## config.mk

```make
export PLATFORM = sky130hd
export DESIGN_NAME = biquad2_unfold
export DESIGN_NICKNAME = d
export VERILOG_FILES = /design/src/rtl/biquad2_pkg.sv /design/src/rtl/biquad2_ff.sv /design/src/rtl/biquad2_fb.sv /design/src/rtl/biquad2_unfold.sv
export SDC_FILE = /design/constraint.sdc
export NUM_CORES = 1
export LEC_CHECK = 0
export BUFFER_PORTS_ARGS = -buffer_cell sky130_fd_sc_hd__buf_2
export CAP_MARGIN = 20
export CORE_UTILIZATION = 50
export CTS_CLUSTER_DIAMETER = 40
export DETAILED_ROUTE_END_ITERATION = 8
export PLACE_DENSITY = 0.67
export SYNTH_ARGS = -nofsm -noshare
export SYNTH_HDL_FRONTEND = slang
export SYNTH_SLANG_ARGS = --single-unit
```

## constraint.sdc

```tcl
create_clock -name clk -period 17.1 [get_ports clk]
set_clock_uncertainty 0.05 [all_clocks]
set_input_delay 0.855 -clock clk [delete_from_list [all_inputs] [get_ports clk]]
set_output_delay 0.855 -clock clk [all_outputs]
set_load 0.01 [all_outputs]
```

## src/rtl/biquad2_pkg.sv

```systemverilog
package biquad2_pkg;

    localparam int SAMPLE_W = 16;
    localparam int COEF_W   = 16;
    localparam int Q_FRAC   = 14;
    localparam int PROD_W   = SAMPLE_W + COEF_W;

    typedef logic signed [SAMPLE_W-1:0] sample_t;
    typedef logic signed [COEF_W-1:0]   coef_t;
    typedef logic signed [PROD_W-1:0]   prod_t;

    // earlier time step in 'early', later one in 'late'
    typedef struct packed {
        sample_t late;
        sample_t early;
    } pair_t;

    // fixed-point multiply: full product, arithmetic shift, cut to sample width
    function automatic sample_t q_mul(sample_t v, coef_t c);
        prod_t full;
        full = PROD_W'(v) * PROD_W'(c);
        return sample_t'(full >>> Q_FRAC);
    endfunction

    // modular three-term sum
    function automatic sample_t wsum3(sample_t a, sample_t b, sample_t c);
        return a + b + c;
    endfunction

endpackage

```

## src/rtl/biquad2_ff.sv

```systemverilog
module biquad2_ff
    import biquad2_pkg::*;
#(
    parameter coef_t B0 = 16'sd2048,
    parameter coef_t B1 = 16'sd4096,
    parameter coef_t B2 = 16'sd2048
) (
    input  logic  clk,
    input  logic  rst,
    input  logic  in_valid,
    input  pair_t x_in,
    output logic  ff_valid,
    output pair_t ff_out
);

    // hist_q.late = x[2k-1], hist_q.early = x[2k-2]
    pair_t hist_q;
    pair_t ff_d;

    always_comb begin
        ff_d.early = wsum3(q_mul(x_in.early, B0),
                           q_mul(hist_q.late, B1),
                           q_mul(hist_q.early, B2));
        ff_d.late  = wsum3(q_mul(x_in.late, B0),
                           q_mul(x_in.early, B1),
                           q_mul(hist_q.late, B2));
    end

    always_ff @(posedge clk) begin
        if (rst) begin
            hist_q   <= '0;
            ff_out   <= '0;
            ff_valid <= 1'b0;
        end else begin
            ff_valid <= in_valid;
            if (in_valid) begin
                hist_q <= x_in;
                ff_out <= ff_d;
            end
        end
    end


    ff_hist_hold_chk: assert property (@(posedge clk) disable iff (rst)
        !in_valid |=> $stable(hist_q));

endmodule

```

## src/rtl/biquad2_fb.sv

```systemverilog
module biquad2_fb
    import biquad2_pkg::*;
#(
    parameter coef_t F1 = 16'sd14746,
    parameter coef_t F2 = -16'sd8192
) (
    input  logic  clk,
    input  logic  rst,
    input  logic  ff_valid,
    input  pair_t ff_in,
    output logic  y_valid,
    output pair_t y_out
);

    // y_q.late = y[2k-1], y_q.early = y[2k-2]
    pair_t y_q;
    pair_t y_d;

    always_comb begin
        // earlier lane closes the loop through the registers
        y_d.early = wsum3(ff_in.early,
                          q_mul(y_q.late, F1),
                          q_mul(y_q.early, F2));
        // later lane takes the earlier lane's result within the iteration
        y_d.late  = wsum3(ff_in.late,
                          q_mul(y_d.early, F1),
                          q_mul(y_q.late, F2));
    end

    always_ff @(posedge clk) begin
        if (rst) begin
            y_q     <= '0;
            y_valid <= 1'b0;
        end else begin
            y_valid <= ff_valid;
            if (ff_valid) y_q <= y_d;
        end
    end

    assign y_out = y_q;


    fb_state_hold_chk: assert property (@(posedge clk) disable iff (rst)
        !ff_valid |=> $stable(y_q));

endmodule

```

## src/rtl/biquad2_unfold.sv

```systemverilog
module biquad2_unfold
    import biquad2_pkg::*;
#(
    parameter coef_t B0 = 16'sd2048,
    parameter coef_t B1 = 16'sd4096,
    parameter coef_t B2 = 16'sd2048,
    parameter coef_t F1 = 16'sd14746,
    parameter coef_t F2 = -16'sd8192
) (
    input  logic                       clk,
    input  logic                       rst,
    input  logic                       in_valid,
    input  logic signed [SAMPLE_W-1:0] in_l0,
    input  logic signed [SAMPLE_W-1:0] in_l1,
    output logic                       out_valid,
    output logic signed [SAMPLE_W-1:0] out_l0,
    output logic signed [SAMPLE_W-1:0] out_l1
);

    pair_t x_pair;
    pair_t ff_pair;
    pair_t y_pair;
    logic  ff_valid;

    assign x_pair.early = in_l0;
    assign x_pair.late  = in_l1;

    biquad2_ff #(.B0(B0), .B1(B1), .B2(B2)) u_ff (
        .clk      (clk),
        .rst      (rst),
        .in_valid (in_valid),
        .x_in     (x_pair),
        .ff_valid (ff_valid),
        .ff_out   (ff_pair)
    );

    biquad2_fb #(.F1(F1), .F2(F2)) u_fb (
        .clk      (clk),
        .rst      (rst),
        .ff_valid (ff_valid),
        .ff_in    (ff_pair),
        .y_valid  (out_valid),
        .y_out    (y_pair)
    );

    assign out_l0 = y_pair.early;
    assign out_l1 = y_pair.late;


    lat_two_chk: assert property (@(posedge clk) disable iff (rst)
        in_valid |=> ##1 out_valid);


    no_spurious_chk: assert property (@(posedge clk) disable iff (rst)
        out_valid |-> $past(in_valid, 2));


    rst_clear_chk: assert property (@(posedge clk)
        rst |=> (!out_valid && out_l0 == '0 && out_l1 == '0));

endmodule

```

==> out/results.ini <==
[detailed_routing]
vias=11300
vias_per_cell=5.21
wl_per_cell_um=16.4
drc_errors=3
drt-initial-drc-count=539
ant_nets=0
dr.pass1.iters=7
wirelength_um=35500

[final_layout]
multi_input_area_um2=12300
drive_gt1_frac=0.0600
fin_nets=2260
diodes=0
area_delta_synth_final_pct=6.34
nFillCells=2773
seq_area_um2=1860

[global_route]
busiest_layer=met2
grt_max_degree=95
track_usage=0.232
gr-usage-met1=0.313
grt-ovfl-total=0
grt_pass1_wl_um=59600
use_met2=0.400
grt_pass1_vias=11700
gr-usage-met3=0.0278
antenna_found_initial=0

[die]
start_util=0.512
coreArea_um2=30800
fp-row-count=64
die_y_um=180
fp.dieW_um=180
dieArea_um2=32300
ios=68

[timing]
worstMarginPinSlew_ps=1010
clock.fmax_mhz=63.7
finalMaxSlewViolations=0
finalSetupViolCount=0
period_needed_ps=15710
finalHoldViolCount=0
tns_ps=0
period_share=0.919
rsz0062_at_grt=false
relSlewSlack=0.328
setup_slack_ps=1390

[yosys]
ys_ff_latch=93
postSynth.asyncResetShare=0
synth_edf_count=0
mappedNetlistArea_um2=15800
syn_area_per_cell_um2=9.22
syn_inst=1713
synthDistinctLibCells=75
seq_area_frac_synth=0.118
synthFlopType=dfxtp_1
synth_fp_nets=2211
yosys_warnings=0

[critical_path]
crit_required_ps=17290
cp_num_buf_inv=11
end_kind=flop
cp-start-kind=flop
path_class=reg -> reg
cpMostUsedCell=fa_1
critPathSlowestCell=dfxtp_1
cp_top_family=adder cells
slowest_delay_ps=770
critPathMaxFanout=19
cp.arrival_ps=15900

[cts]
hold_buffers=0
clkSinkCount=93
cts_buffers=9
h-tree-depth=3
post_cts_resize_count=0
tritoncts=yes
cts_buffer_depth=2
post-cts-setup-buffer-count=0
clk_latency_ps=360
cts.clk_slew.worst_paths_ps=80
cts-root-buf=clkbuf_16

[outcome]
status=complete, but fails checks
violations=DRC

[placement]
gp_congestion=0.923
io_buffer_count=63
place_hpwl_um=30800
pre_cts_slack_ps=1490

[job]
drv_cap=0

[hold_path]
worstHoldPathType=reg -> reg

sequential cells by signal, indices dropped and copies added, names as in the netlist:
register / count
u_fb.y_out: 32
u_fb.y_valid: 1
u_ff.ff_out: 32
u_ff.ff_valid: 1
u_ff.hist_q: 27
kinds of logic (layout without fill, tap and decap cells):
family,count (synthesis),after routing,share of synthesized area
xor gates and xnor gates,133,133,0.0752
muxes,68,68,0.0432
buffers and inverters,419,473,0.102
and+or+nand+nor,309,309,0.0910
AOI/OAI and AO/OA,228,228,0.0954
adders and majority gates,463,463,0.476
DFF,93,93,0.118
through the flow:
step	cell area, um^2	utilization	cells	hold slack (ps)
floorplan	15800	-	1713	406
global placement	16500	0.535	2147	422
detailed placement	16500	0.535	2147	427
CTS	16800	0.545	2163	436
global route	16800	0.545	2163	460
finish	16800	0.545	2163	435
placed cells by master, fill, tap and decap left out, types with 5 or more instances in the layout:
cell type,netlist,routed
inv_1,386,386
ha_1,234,234
fa_1,229,229
nor2_1,145,145
xnor2_1,96,96
dfxtp_1,93,92
mux2i_1,67,67
buf_2,3,62
a21oi_1,60,60
nand2_1,46,46
o21ai_0,43,43
xor2_1,34,34
nor3_1,33,33
a21o_1,19,19
a211oi_1,15,15
nand3_1,14,14
nor2b_1,14,14
o21a_1,13,13
and3_1,10,10
a21boi_0,10,10
clkbuf_16,0,9
nand2b_1,8,8
o31a_1,8,8
a21boi_1,7,7
nand4_1,7,7
or3_1,6,6
and2_1,6,6
buf_4,0,6
o21bai_1,5,5
cell type report:
type / count / area share
Multi-Input combinational cell: 1201 / 0.734
Sequential cell: 93 / 0.111
Inverter: 389 / 0.0871
Tap cell: 396 / 0.0295
Timing Repair Buffer: 68 / 0.0212
Clock buffer: 10 / 0.0142
Clock inverter: 6 / 0.00320
Yosys cell counts (all sizes together) (34+ instances only):
cell / count / area (um^2)
nor3: 34 / 181
xnor2: 98 / 873
mux2i: 67 / 671
xor2: 35 / 314
ha: 234 / 2930
dfxtp: 93 / 1860
fa: 229 / 4580
a21oi: 61 / 309
nand2: 46 / 173
inv: 388 / 1460
nor2: 145 / 544
o21ai: 48 / 244
tightest hold or removal path, delay by kind of cell, from the launching register on:
kind | cells | cell delay, ps
simple gates | 1 | 80
compound gates | 1 | 50
flops | 1 | 310
path summary, 6_finish.rpt:
check / startpoint / endpoint / slack [ps] / depth (start not counted)
hold reg to reg: u_ff.ff_out[16] / u_ff.ff_out[16] / 430 / 2
hold / removal: u_ff.ff_out[16] / u_ff.ff_out[16] / 430 / 2
setup reg to reg: u_fb.y_out[30] / u_fb.y_out[31] / 1390 / 60
setup / recovery: u_fb.y_out[30] / u_fb.y_out[31] / 1390 / 60
per-layer routing:
metal,share of wire,vias to the layer above
li1,-,5573
met1,0.47,5484
met2,0.48,184
met3,0.031,39
met4,0.018,0
met5,0,-
Power is left out: the tool's default activity adds up to more than one toggle a clock period on the data nets, which glitch-free logic cannot reach.
